[config.mk]
export PLATFORM = sky130hd
export DESIGN_NAME = desc_check_wb
export DESIGN_NICKNAME = d
export VERILOG_FILES = /design/src/rtl/dv_pkg.sv /design/src/rtl/dv_check.sv /design/src/rtl/dv_ctrl.sv /design/src/rtl/dv_wb.sv /design/src/rtl/desc_check_wb.sv
export SDC_FILE = /design/constraint.sdc
export NUM_CORES = 1
export LEC_CHECK = 0
export BUFFER_PORTS_ARGS = -buffer_cell sky130_fd_sc_hd__buf_2
export CAP_MARGIN = 15
export CORE_AREA = 2 2 169 171
export DETAILED_ROUTE_END_ITERATION = 12
export DIE_AREA = 0 0 171 173
export GPL_TIMING_DRIVEN = 0
export PLACE_DENSITY = 0.66
export RECOVER_POWER = 50
export SLEW_MARGIN = 40
export SYNTH_ARGS = -nofsm -noshare
export SYNTH_HDL_FRONTEND = slang
export SYNTH_HIERARCHICAL = 1
export SYNTH_SLANG_ARGS = --single-unit
[constraint.sdc]
create_clock -name clk -period 5.7 [get_ports clk]
set_input_delay 0.855 -clock clk [delete_from_list [all_inputs] [get_ports clk]]
set_output_delay 0.855 -clock clk [all_outputs]
set_load 0.01 [all_outputs]
[src/rtl/dv_pkg.sv]
package dv_pkg;
    localparam int DW     = 32;
    localparam int NWORDS = 8;

    // Word slots inside a descriptor
    localparam int W_CTRL   = 0;
    localparam int W_STAT   = 1;
    localparam int W_LEN    = 2;
    localparam int W_RSVD   = 3;
    localparam int W_SRC_LO = 4;
    localparam int W_SRC_HI = 5;
    localparam int W_DST_LO = 6;
    localparam int W_DST_HI = 7;

    localparam int B_IOC = 1;

    localparam logic [7:0] STS_OK   = 8'h03;
    localparam logic [7:0] STS_FAIL = 8'h02;

    localparam logic [7:0] E_NONE  = 8'd0;
    localparam logic [7:0] E_HDR   = 8'd1;
    localparam logic [7:0] E_STAT  = 8'd2;
    localparam logic [7:0] E_LEN   = 8'd3;
    localparam logic [7:0] E_SRC   = 8'd4;
    localparam logic [7:0] E_DST   = 8'd5;
    localparam logic [7:0] E_WIDTH = 8'd7;

    typedef enum logic [2:0] {
        ST_IDLE,
        ST_CHECK,
        ST_ISSUE,
        ST_WAIT,
        ST_REPORT
    } dv_state_e;

    // Raise a mover failure code into the translation-error range
    function automatic logic [7:0] lift_code(input logic [7:0] raw,
                                             input logic [7:0] floor_c);
        return (raw < floor_c) ? floor_c : raw;
    endfunction
endpackage

[src/rtl/dv_check.sv]
module dv_check
    import dv_pkg::*;
#(
    parameter int ADDR_W      = 48,
    parameter int ALIGN_BYTES = 4
) (
    input  logic [DW-1:0] ctrl,
    input  logic [7:0]    stat_b,
    input  logic [DW-1:0] len,
    input  logic [DW-1:0] src_lo,
    input  logic [DW-1:0] src_hi,
    input  logic [DW-1:0] dst_lo,
    input  logic [DW-1:0] dst_hi,
    output logic [7:0]    code
);
    localparam int HI_W = ADDR_W - DW;
    localparam int AL   = $clog2(ALIGN_BYTES);

    logic hdr_bad, len_mis, src_mis, dst_mis, wide_bad;

    assign hdr_bad = (|ctrl[DW-1:8]) | (|ctrl[3:2]) | ctrl[5] | ctrl[7];

    generate
        if (AL > 0) begin : g_align
            assign len_mis = |len[AL-1:0];
            assign src_mis = |src_lo[AL-1:0];
            assign dst_mis = |dst_lo[AL-1:0];
        end else begin : g_no_align
            assign len_mis = 1'b0;
            assign src_mis = 1'b0;
            assign dst_mis = 1'b0;
        end

        if (HI_W < DW) begin : g_width
            assign wide_bad = (|src_hi[DW-1:HI_W]) | (|dst_hi[DW-1:HI_W]);
        end else begin : g_full_width
            assign wide_bad = 1'b0;
        end
    endgenerate

    // Fixed rank: first failing check wins
    always_comb begin
        if (hdr_bad)             code = E_HDR;
        else if (stat_b != 8'd0) code = E_STAT;
        else if (len_mis)        code = E_LEN;
        else if (src_mis)        code = E_SRC;
        else if (dst_mis)        code = E_DST;
        else if (wide_bad)       code = E_WIDTH;
        else                     code = E_NONE;
    end

    logic unused_bits;
    assign unused_bits = ^{len, src_lo, dst_lo, src_hi, dst_hi, ctrl[6], ctrl[4], ctrl[1:0]};
endmodule

[src/rtl/dv_ctrl.sv]
module dv_ctrl
    import dv_pkg::*;
#(
    parameter logic [7:0] XLAT_MIN = 8'd64
) (
    input  logic       clk,
    input  logic       rst_n,
    input  logic       desc_valid,
    input  logic [7:0] chk_code,
    input  logic       mover_done,
    input  logic       mover_err,
    input  logic [7:0] mover_code,
    output logic       ready,
    output logic       load,
    output logic       issue,
    output logic       report,
    output logic       fail_q,
    output logic [7:0] code_q
);
    dv_state_e state, nxt;

    always_ff @(posedge clk or negedge rst_n) begin
        if (!rst_n) state <= ST_IDLE;
        else        state <= nxt;
    end

    always_comb begin
        nxt = state;
        unique case (state)
            ST_IDLE:   if (desc_valid) nxt = ST_CHECK;
            ST_CHECK:  nxt = (chk_code != E_NONE) ? ST_REPORT : ST_ISSUE;
            ST_ISSUE:  nxt = ST_WAIT;
            ST_WAIT:   if (mover_done || mover_err) nxt = ST_REPORT;
            ST_REPORT: nxt = ST_IDLE;
            default:   nxt = ST_IDLE;
        endcase
    end

    always_comb begin
        ready  = 1'b0;
        issue  = 1'b0;
        report = 1'b0;
        unique case (state)
            ST_IDLE:   ready  = 1'b1;
            ST_CHECK:  ;
            ST_ISSUE:  issue  = 1'b1;
            ST_WAIT:   ;
            ST_REPORT: report = 1'b1;
            default:   ;
        endcase
    end

    assign load = ready & desc_valid;

    // Outcome register: screening result or mover result
    always_ff @(posedge clk or negedge rst_n) begin
        if (!rst_n) begin
            fail_q <= 1'b0;
            code_q <= E_NONE;
        end else if (state == ST_CHECK) begin
            fail_q <= (chk_code != E_NONE);
            code_q <= chk_code;
        end else if (state == ST_WAIT && mover_err) begin
            fail_q <= 1'b1;
            code_q <= lift_code(mover_code, XLAT_MIN);
        end else if (state == ST_WAIT && mover_done) begin
            fail_q <= 1'b0;
            code_q <= E_NONE;
        end
    end

    // a rejected descriptor goes straight to writeback with its code
    a_r7_reject_reports: assert property (@(posedge clk) disable iff (!rst_n)
        (state == ST_CHECK && chk_code != E_NONE) |=>
            (state == ST_REPORT && fail_q && code_q == $past(chk_code)));

    // a mover error wins over a simultaneous done
    a_r10_error_wins: assert property (@(posedge clk) disable iff (!rst_n)
        (state == ST_WAIT && mover_err) |=> (fail_q && code_q >= XLAT_MIN));

    // responses outside the waiting state do not end the copy
    a_r12_issue_ignores_resp: assert property (@(posedge clk) disable iff (!rst_n)
        (state == ST_ISSUE) |=> (state == ST_WAIT));
endmodule

[src/rtl/dv_wb.sv]
module dv_wb
    import dv_pkg::*;
(
    input  logic        report,
    input  logic        fail,
    input  logic [7:0]  code,
    input  logic [15:0] id,
    input  logic        ioc,
    output logic        wb_valid,
    output logic [31:0] wb_word,
    output logic        desc_err,
    output logic        irq_req
);
    always_comb begin
        wb_valid = report;
        wb_word  = {id, (fail ? code : 8'h00), (fail ? STS_FAIL : STS_OK)};
        desc_err = report & fail;
        irq_req  = report & ~fail & ioc;
    end
endmodule

[src/rtl/desc_check_wb.sv]
module desc_check_wb
    import dv_pkg::*;
#(
    parameter int         ADDR_W      = 48,
    parameter int         ALIGN_BYTES = 4,
    parameter logic [7:0] XLAT_MIN    = 8'd64
) (
    input  logic                 clk,
    input  logic                 rst_n,
    input  logic                 desc_valid,
    input  logic [DW*NWORDS-1:0] desc_data,
    output logic                 desc_ready,
    output logic                 cmd_valid,
    output logic [ADDR_W-1:0]    cmd_src,
    output logic [ADDR_W-1:0]    cmd_dst,
    output logic [DW-1:0]        cmd_len,
    output logic [1:0]           cmd_src_type,
    output logic [1:0]           cmd_dst_type,
    input  logic                 mover_done,
    input  logic                 mover_err,
    input  logic [7:0]           mover_code,
    output logic                 wb_valid,
    output logic [31:0]          wb_word,
    output logic                 desc_err,
    output logic                 irq_req
);
    localparam int HI_W = ADDR_W - DW;

    logic [DW*NWORDS-1:0] desc_q;
    logic [DW-1:0]        word [NWORDS];
    logic                 load, issue, report, fail_q;
    logic [7:0]           chk_code, code_q;

    always_ff @(posedge clk or negedge rst_n) begin
        if (!rst_n)    desc_q <= '0;
        else if (load) desc_q <= desc_data;
    end

    genvar gi;
    generate
        for (gi = 0; gi < NWORDS; gi++) begin : g_words
            assign word[gi] = desc_q[gi*DW +: DW];
        end
    endgenerate

    dv_check #(.ADDR_W(ADDR_W), .ALIGN_BYTES(ALIGN_BYTES)) u_check (
        .ctrl   (word[W_CTRL]),
        .stat_b (word[W_STAT][7:0]),
        .len    (word[W_LEN]),
        .src_lo (word[W_SRC_LO]),
        .src_hi (word[W_SRC_HI]),
        .dst_lo (word[W_DST_LO]),
        .dst_hi (word[W_DST_HI]),
        .code   (chk_code)
    );

    dv_ctrl #(.XLAT_MIN(XLAT_MIN)) u_ctrl (
        .clk        (clk),
        .rst_n      (rst_n),
        .desc_valid (desc_valid),
        .chk_code   (chk_code),
        .mover_done (mover_done),
        .mover_err  (mover_err),
        .mover_code (mover_code),
        .ready      (desc_ready),
        .load       (load),
        .issue      (issue),
        .report     (report),
        .fail_q     (fail_q),
        .code_q     (code_q)
    );

    dv_wb u_wb (
        .report   (report),
        .fail     (fail_q),
        .code     (code_q),
        .id       (word[W_STAT][31:16]),
        .ioc      (word[W_CTRL][B_IOC]),
        .wb_valid (wb_valid),
        .wb_word  (wb_word),
        .desc_err (desc_err),
        .irq_req  (irq_req)
    );

    assign cmd_valid    = issue;
    assign cmd_src      = {word[W_SRC_HI][HI_W-1:0], word[W_SRC_LO]};
    assign cmd_dst      = {word[W_DST_HI][HI_W-1:0], word[W_DST_LO]};
    assign cmd_len      = word[W_LEN];
    assign cmd_src_type = word[W_CTRL][7:6];
    assign cmd_dst_type = word[W_CTRL][5:4];

    logic unused_fields;
    assign unused_fields = ^{word[W_RSVD], word[W_STAT][15:8]};

    // accepting a descriptor drops ready on the next cycle
    a_r12_ready_drops: assert property (@(posedge clk) disable iff (!rst_n)
        (desc_valid && desc_ready) |=> !desc_ready);

    // a launch lasts one cycle and carries aligned fields
    a_r8_cmd_single: assert property (@(posedge clk) disable iff (!rst_n)
        cmd_valid |=> !cmd_valid);
    a_r8_cmd_aligned: assert property (@(posedge clk) disable iff (!rst_n)
        cmd_valid |-> (cmd_len[1:0] == 2'b00 && cmd_src[1:0] == 2'b00 &&
                       cmd_dst[1:0] == 2'b00 && !cmd_src_type[1] && !cmd_dst_type[1]));

    // error and interrupt flags only with a writeback, never together
    a_r11_err_with_wb: assert property (@(posedge clk) disable iff (!rst_n)
        desc_err |-> (wb_valid && wb_word[7:0] == STS_FAIL));
    a_r11_irq_clean: assert property (@(posedge clk) disable iff (!rst_n)
        irq_req |-> (wb_valid && !desc_err && wb_word[7:0] == STS_OK));

    // no writeback and launch in the same cycle
    a_r12_wb_launch_apart: assert property (@(posedge clk) disable iff (!rst_n)
        !(wb_valid && cmd_valid));
endmodule

==> implementation parameters, run 1 <==
Parameter                              Value

Critical path
  Arrival @ worst endpoint ... 3440 ps
  Peak per-stage delay on the critical path ... 780 ps
  Peak fanout along the critical path ... 10
  Kind of critical path ... reg -> reg
  Top cell by count, worst path ... sky130_fd_sc_hd__clkbuf_1
  Max stage delay cell, worst path ... sky130_fd_sc_hd__clkbuf_1
  Sort of element at the start of the critical path ... flip-flop
  Endpoint required time on the critical path ... 6110 ps
  Crit path capture type ... flip-flop
  Cell breakdown of the critical path ... clkbuf_1, nor3_1, and2_0, clkbuf_1, clkbuf_1, buf_6, mux2_4

Place
  Instance area after placement ... 13330 sq um
  Number of buffers added on ports ... 389
  HPWL Detailed ... 19510 um
  Final Wtd Congestion ... 0.8470
  Number of placed instances with taps included ... 1521

Route
  Via-to-Cell Ratio ... 4.363
  Remaining DRCs ... 0
  Starting DRC count in detailed routing ... 222
  Detailed Routing Iterations Pass 1 ... 4
  Wire length per cell after detailed routing ... 16.47 um
  Final wirelength ... 25870 um
  DRT antenna net count ... 0
  DR vias ... 6854

Synth
  Netlist area before placement ... 10790 sq um
  Number of warning messages in the yosys log ... 6
  Syn Area/Cell ... 14.54 sq um
  Synthesized instance count ... 742

Pwr
  Ratio of total power to cell area ... 407.6 nW/um^2
  Static leakage ... 7.108 nW
  Worst IR Drop VDD ... 0.0002146 V
  Total power draw ... 0.005780 W

GRT
  Maximum number of pins on one net before global-route repair ... 76
  Total gr overflow ... 0
  Wire length of the first global-routing pass ... 40130 um
  GR peak layer ... met2
  All-Layer GR Usage ... 17.18%
  GR Layer Usage met3 ... 3.731%
  GR Util met2 ... 29.52%
  Global routing usage on met1 ... 21.37%
  Initial antenna violation count ... 2
  Vias in the first global route ... 7249

STA
  Clock period minus worst slack ... 3038 ps
  Final number of setup-violating endpoints ... 0
  Final critical-path share of the clock period ... 53.30%
  Worst rel slew slack ... -60.10%
  Final Max Slew Viols ... 38
  Slew @ Worst Pin ... 2402 ps
  Fmax ... 329.1 MHz
  Clock skew after layout ... 5.869 ps
  Unrepaired setup endpoints after global routing ... false
  Minimum hold slack ... 501.3 ps
  Number of hold violations in the final report ... 0

Clock tree
  Number of cells upsized or downsized after cts ... 0
  CTS max path bufs ... 3
  Hold buffers post-CTS ... 0
  Reg clk slew, reported paths ... 60 ps
  Clock tree from TritonCTS ... yes
  Post-CTS Setup Repair Bufs ... 0
  Maximum level of the CTS H-tree ... 1
  Clock latency at the later pin of the worst-skew pair ... 520 ps
  Count of clock tree sinks ... 227
  Cts bufs inserted ... 26
  Master cell of the clock root buffer ... sky130_fd_sc_hd__clkbuf_16

Layout
  Post-route non-filler standard cell count ... 1571
  P&R area growth vs syn ... 31.47%
  Share of cells above drive strength 1 ... 70.34%
  Final cell area excluding filler cells ... 14180 sq um
  Area taken by multi-input logic gates ... 3627 sq um
  Most common cell after layout, fill and taps aside ... sky130_fd_sc_hd__buf_2
  FF+latch area ... 5680 sq um
  Final layout net count ... 1440
  Count of filler cells inserted in the layout ... 2485
  Core Util, Final ... 51.32%
  Most frequent cells in the layout ... 389 x sky130_fd_sc_hd__buf_2, 227 x sky130_fd_sc_hd__dfrtp_1, 161 x sky130_fd_sc_hd__buf_4

Die
  X dimension of the die ... 171 um
  Y dimension of the die ... 173 um
  Starting density of the core ... 39.04%
  Placement Rows ... 61
  Core Box Area ... 27630 sq um
  Die Footprint ... 29580 sq um
  Count of boundary I/O pins ... 438

Min path
  Worst min-delay path class ... reg -> reg

Status
  Violated checks ... capacitance limit, slew limit
  Outcome ... complete, but fails checks

Run
  Max Cap Violations ... 1
[registers in the layout (all words and copies together) (netlist names)]
register and cells:
desc_q 215, u_ctrl/code_q 8, u_ctrl/state 3, u_ctrl/fail_q 1
[power by group]
part / internal (W) / switching [W] / leakage, nW
registers: 0.00203 / 0.000248 / 2.65
logic: 0.00114 / 0.000653 / 4.02
clock network: 0.00104 / 0.000665 / 0.439
[critical path: cells and delay by family (launching register included)]
kind | cells | cell delay (ps)
AND/OR/NAND/NOR | 2 | 430
flip-flops | 1 | 350
buffers and inverters | 4 | 1800
multiplexers | 1 | 320
[area by class of cell]
class                      count  area share, %
antenna                        3        0.05294
buffer                       193          10.36
clock buffer                  40          5.603
clock inverter                 7         0.6265
inverter                       3        0.07941
multi-input combinational    328          25.58
sequential                   227          40.06
tap                          378          3.335
timing repair buffer         392          14.30
[per-layer routing]
| metal | vias to the layer above | part of all wire [%] |
|---|---|---|
| met3 | 44 | 6.0 |
| met4 | 0 | 3.2 |
| met5 | - | 0 |
| met2 | 209 | 49 |
| met1 | 3337 | 41 |
| li1 | 3264 | - |
[final timing paths]
| check | cells after the start | from | slack [ps] | end |
|---|---|---|---|---|
| worst max-delay path | 7 | u_ctrl/state[1] | 2660 | desc_q[197] |
| worst min-delay path | 1 | desc_q[37] | 500 | desc_q[37] |
| worst max register to register | 7 | u_ctrl/state[1] | 2660 | desc_q[197] |
| worst min register to register | 1 | desc_q[37] | 500 | desc_q[37] |
| max in group asynchronous | 3 | rst_n | 3090 | desc_q[128] |
| min in group asynchronous | 1 | rst_n | 1050 | desc_q[227] |
[per-stage QoR]
stage	TNS [ps]	setup slack, ps
after floorplan	0	3744
after global placement	-64470	-307.9
after detailed placement	0	3210
after CTS	0	3043
after global routing	0	2343
final	0	2662
Power figures use the tool's default switching activity.
==> run 2: changes to the inputs <==
Settings changed: CORE_AREA 2 2 169 171 to 2 2 170 172, DIE_AREA 0 0 171 173 to 0 0 172 174, PLACE_DENSITY 0.66 to 0.68.
Clock period 5.7 ns to 2.65 ns, I/O delays scaled along.
==> implementation parameters, run 2 (same netlist as run 1, synthesis figures left out) <==
Parameter                              Value

GRT
  All-Layer GR Usage ... 16.61%
  Initial antenna violation count ... 6
  Maximum number of pins on one net before global-route repair ... 73
  Total gr overflow ... 0
  Wire length of the first global-routing pass ... 39190 um
  Vias in the first global route ... 7258

Run
  Max Cap Violations ... 1

Clock tree
  CTS max path bufs ... 3
  Clock latency at the later pin of the worst-skew pair ... 520 ps
  Master cell of the clock root buffer ... sky130_fd_sc_hd__clkbuf_16
  Maximum level of the CTS H-tree ... 1
  Cts bufs inserted ... 26
  Clock tree from TritonCTS ... yes
  Count of clock tree sinks ... 227
  Reg clk slew, reported paths ... 60 ps
  Post-CTS Setup Repair Bufs ... 0

Pwr
  Static leakage ... 6.924 nW
  Ratio of total power to cell area ... 874.9 nW/um^2
  Switch Pwr ... 0.003384 W
  Total power draw ... 0.01234 W
  Portion of total power attributed to sequential cells ... 39.8%
  Logic gate share of total power ... 30.9%
  Internal Power ... 0.008954 W
  Power share of the clock group ... 29.4%
  Net switching share of the total power ... 27.43%
  Worst IR Drop VDD ... 0.0004184 V

Route
  DR vias ... 6925
  Final wirelength ... 25580 um
  DRT antenna net count ... 0
  Remaining DRCs ... 0
  Detailed Routing Iterations Pass 1 ... 4
  Starting DRC count in detailed routing ... 202
  Via-to-Cell Ratio ... 4.388
  Wire length per cell after detailed routing ... 16.21 um

Layout
  Core Util, Final ... 49.94%
  Share of cells above drive strength 1 ... 65.13%
  Most common cell after layout, fill and taps aside ... sky130_fd_sc_hd__buf_2
  Most frequent cells in the layout ... 321 x sky130_fd_sc_hd__buf_2, 227 x sky130_fd_sc_hd__dfrtp_1, 161 x sky130_fd_sc_hd__buf_4
  Number of flip-flops under the largest register name ... 215
  P&R area growth vs syn ... 30.75%
  Count of filler cells inserted in the layout ... 2567
  Final layout net count ... 1441
  Register containing the most flip-flops in the final layout ... desc_q
  Top flop regs ... desc_q x215, u_ctrl/code_q x8, u_ctrl/state x3

Die
  Count of boundary I/O pins ... 438
  Starting density of the core ... 38.20%
  Y dimension of the die ... 174 um
  X dimension of the die ... 172 um
  Die Footprint ... 29930 sq um
  Core Box Area ... 28240 sq um
  Placement Rows ... 62

Place
  Number of buffers added on ports ... 389
  Final Wtd Congestion ... 0.7892
  HPWL Detailed ... 19250 um

STA
  Fmax ... 428.1 MHz
  Final number of setup-violating endpoints ... 0
  Number of hold violations in the final report ... 0
  Clock period minus worst slack ... 2336 ps
  Worst rel slew slack ... -4.610%
  Unrepaired setup endpoints after global routing ... false
  Final critical-path share of the clock period ... 88.16%
  Slew @ Worst Pin ... 1569 ps
  Final Max Slew Viols ... 60
  Clock skew after layout ... 10.52 ps

Min path
  Worst min-delay path class ... in -> reg

Status
  Outcome ... complete, but fails checks
  Violated checks ... capacitance limit, slew limit

Critical path
  Crit path capture type ... flip-flop
  Peak fanout along the critical path ... 3
  Kind of critical path ... reg -> reg
  Arrival @ worst endpoint ... 2750 ps
  Sort of element at the start of the critical path ... flip-flop
  Endpoint required time on the critical path ... 3070 ps
## run 2: worst paths after layout
check | startpoint | end | slack (ps) | cells past startpoint
worst max-delay path | desc_q[248] | u_ctrl/state[1] | 310 | 7
worst min-delay path | desc_data[65] | desc_q[65] | 100 | 2
worst max register to register | desc_q[248] | u_ctrl/state[1] | 310 | 7
worst min register to register | desc_q[39] | desc_q[39] | 500 | 1
max in group asynchronous | rst_n | desc_q[4] | 460 | 4
min in group asynchronous | rst_n | desc_q[143] | 330 | 2
## run 2: power by group through the flow
stage               Sequential, W  Clock, W  Combinational (W)
detailed placement        0.00495         0            0.00392
floorplan                 0.00478         0            0.00278
CTS                       0.00491   0.00374            0.00394
finish                    0.00490   0.00363            0.00381
global route              0.00502   0.00389            0.00410
global placement          0.00492         0            0.00385
## run 2: timing repair
action / 4_1_cts / 5_1_grt
hold buffers: 1 / 0
resized for setup: 0 / 1
hold endpoints to repair: 36 / 0
endpoints found under the setup margin: 0 / 1
## run 2: metrics by stage
step                area, sq um  hold slack, ps  cells  setup slack, ps  TNS (ps)
finish                    14100           103.0   1578            313.9         0
global route              14100           74.51   1577            20.32         0
CTS                       14220           70.99   1574            219.9         0
detailed placement        13340           295.7   1527            245.1         0
global placement          13250           487.9   1524            -2938   -660840
floorplan                 10820           101.9    751            694.3         0
## run 2: layout make-up
| type | instances | area (sq um) | area share, % |
|---|---|---|---|
| inverter | 3 | 11.26 | 0.07985 |
| timing repair buffer | 393 | 1913 | 13.57 |
| multi-input combinational | 328 | 3633 | 25.77 |
| antenna | 4 | 10.01 | 0.07098 |
| clock buffer | 37 | 773.2 | 5.483 |
| sequential | 227 | 5680 | 40.28 |
| tap | 384 | 480.5 | 3.407 |
| buffer | 193 | 1500 | 10.64 |
| clock inverter | 9 | 100.1 | 0.7098 |
## run 2: metal layers
layer / wire length [um] / track usage [%] / vias to the layer above / share of wire, %
met3: 1767 / 3.939 / 54 / 6.9
li1: - / - / 3260 / -
met5: 24 / 0 / - / 0.094
met4: 697 / 5.812 / 4 / 2.7
met1: 10470 / 20.48 / 3378 / 41
met2: 12620 / 28.33 / 229 / 49
## run 2: critical path, stage by stage, from the launching register on
cell                      delay, ps
sky130_fd_sc_hd__dfrtp_1        410
sky130_fd_sc_hd__nor4_1         340
sky130_fd_sc_hd__nand4_1        250
sky130_fd_sc_hd__o21ai_0        220
sky130_fd_sc_hd__a31oi_1        200
sky130_fd_sc_hd__nor4_1         430
sky130_fd_sc_hd__nand2_1        140
sky130_fd_sc_hd__o32ai_1        230
==> run 3: changes to the inputs <==
Settings changed: MAX_ROUTING_LAYER set to met4, REMOVE_ABC_BUFFERS set to 1.
==> implementation parameters, run 3 (same netlist as run 1, synthesis figures left out) <==
Parameter                              Value

Status
  Outcome ... complete, no violations

Layout
  Number of flip-flops under the largest register name ... 215
  Share of cells above drive strength 1 ... 59.05%
  Most common cell after layout, fill and taps aside ... sky130_fd_sc_hd__buf_2
  Register containing the most flip-flops in the final layout ... desc_q
  Top flop regs ... desc_q x215, u_ctrl/code_q x8, u_ctrl/state x3
  Post-route non-filler standard cell count ... 1395
  Final layout net count ... 1257
  P&R area growth vs syn ... 18.85%
  Most frequent cells in the layout ... 308 x sky130_fd_sc_hd__buf_2, 227 x sky130_fd_sc_hd__dfrtp_1, 140 x sky130_fd_sc_hd__mux2_4

GRT
  All-Layer GR Usage ... 15.79%
  Initial antenna violation count ... 5
  Maximum number of pins on one net before global-route repair ... 76
  Vias in the first global route ... 6797
  Wire length of the first global-routing pass ... 36510 um
  Total gr overflow ... 0

Clock tree
  Master cell of the clock root buffer ... sky130_fd_sc_hd__clkbuf_16
  Maximum level of the CTS H-tree ... 1
  CTS max path bufs ... 3
  Reg clk slew, reported paths ... 60 ps
  Clock latency at the later pin of the worst-skew pair ... 520 ps
  Clock tree from TritonCTS ... yes
  Count of clock tree sinks ... 227
  Cts bufs inserted ... 27

Pwr
  Static leakage ... 6.047 nW
  Total power draw ... 0.01160 W
  Internal Power ... 0.008372 W
  Worst IR Drop VDD ... 0.0004602 V
  Logic gate share of total power ... 24.9%
  Portion of total power attributed to sequential cells ... 42.3%
  Ratio of total power to cell area ... 905.2 nW/um^2
  Power share of the clock group ... 32.7%
  Switch Pwr ... 0.003231 W
  Net switching share of the total power ... 27.85%

STA
  Unrepaired setup endpoints after global routing ... false
  Worst setup slack after layout ... 202.4 ps
  Slew @ Worst Pin ... 1276 ps
  Number of hold violations in the final report ... 0
  Clock period minus worst slack ... 2448 ps
  Fmax ... 408.6 MHz
  Clock skew after layout ... 12.24 ps
  Minimum hold slack ... 92.81 ps
  Final number of setup-violating endpoints ... 0
  Final critical-path share of the clock period ... 92.36%
  Worst rel slew slack ... 14.95%
  Final Max Slew Viols ... 0

Place
  Number of placed instances with taps included ... 1341
  Post-place setup slack ... -100.0 ps
  Final Wtd Congestion ... 0.7921
  Number of buffers added on ports ... 389
  HPWL Detailed ... 17280 um

Critical path
  Peak fanout along the critical path ... 35
  Cell breakdown of the critical path ... nor3_2, and2_4, buf_16, buf_12, buf_12, buf_12, mux2_2
  Arrival @ worst endpoint ... 2860 ps
  Kind of critical path ... reg -> reg
  Top cell by count, worst path ... sky130_fd_sc_hd__buf_12
  Sort of element at the start of the critical path ... flip-flop
  Crit path capture type ... flip-flop
  Peak per-stage delay on the critical path ... 480 ps
  Max stage delay cell, worst path ... sky130_fd_sc_hd__dfrtp_1
  Endpoint required time on the critical path ... 3060 ps

Route
  Remaining DRCs ... 0
  Final wirelength ... 23490 um
  DR vias ... 6264
  DRT antenna net count ... 0
  Via-to-Cell Ratio ... 4.490
  Detailed Routing Iterations Pass 1 ... 4
  Starting DRC count in detailed routing ... 233
  Wire length per cell after detailed routing ... 16.84 um

Run
  Max Cap Violations ... 0

Min path
  Worst min-delay path class ... in -> reg

Die
  X dimension of the die ... 172 um
  Placement Rows ... 62
  Core Box Area ... 28240 sq um
  Y dimension of the die ... 174 um
  Starting density of the core ... 38.20%
  Die Footprint ... 29930 sq um
  Count of boundary I/O pins ... 438
run 3: changes by cell type in the layout (fill, tap and decap cells not counted), sizes merged:
cell      before  now
clkbuf       116  119
buf          506  318
clkinv         6    4
bufinv         2    3
diode          4    5
clkinvlp       2    4
run 3: power groups by stage:
stage                     combinational [W]  sequential (W)  clock, W
after floorplan                     0.00185         0.00514         0
after global placement              0.00334         0.00491         0
after detailed placement            0.00302         0.00493         0
after CTS                           0.00303         0.00491   0.00392
after global routing                0.00311         0.00503   0.00407
final                               0.00289         0.00491   0.00380
run 3: critical path: cells and delay by family (launching register included):
family / cells / cell delay (ps)
buffers and inverters: 4 / 940
flip-flops: 1 / 480
multiplexers: 1 / 360
AND/OR/NAND/NOR: 2 / 490
run 3: what timing repair did:
item / CTS / global route
pin swaps: 1 / 0
endpoints found under the setup margin: 35 / 19
hold buffers: 1 / 0
gates resized for setup: 0 / 3
hold endpoints to repair: 31 / 0
buffers inserted: 1 / 0
run 3: worst paths after layout:
path	depth (start not counted)	start	slack, ps	endpoint
hold reg to reg	1	desc_q[36]	500	desc_q[36]
hold / removal	2	desc_data[144]	90	desc_q[144]
setup reg to reg	7	u_ctrl/state[1]	200	desc_q[222]
max in group asynchronous	4	rst_n	630	desc_q[168]
min in group asynchronous	2	rst_n	330	desc_q[33]
setup / recovery	7	u_ctrl/state[1]	200	desc_q[222]
run 3: metrics by stage:
step           instance area, sq um  util [%]  TNS (ps)
3_5_place_dp                  11990     42.46     -2609
5_1_grt                       12820     45.40         0
4_1_cts                       12930     45.79         0
2_1_floorplan                  9319         -  -1274980
3_3_place_gp                  11750     41.60  -2407700
6_report                      12820     45.40         0
run 3: layer usage:
metal	part of all wire (%)	wire, um	global-route usage (%)	vias to the layer above
met5	0	0	-	-
met4	2.0	467	4.027	0
li1	-	-	-	2892
met1	41	9647	19.07	3063
met2	49	11570	26.31	267
met3	7.7	1798	4.030	42
run 3: layout make-up:
cell class              count  area [sq um]
fillers                  2627         15420
flip-flops and latches    227          5680
multi-input cells         328          3650
repair buffers            401          2062
clock buffers              37         783.3
well taps                 384         480.5
clock inverters            10         138.9
diodes                      5         12.51
inverters                   3         11.26
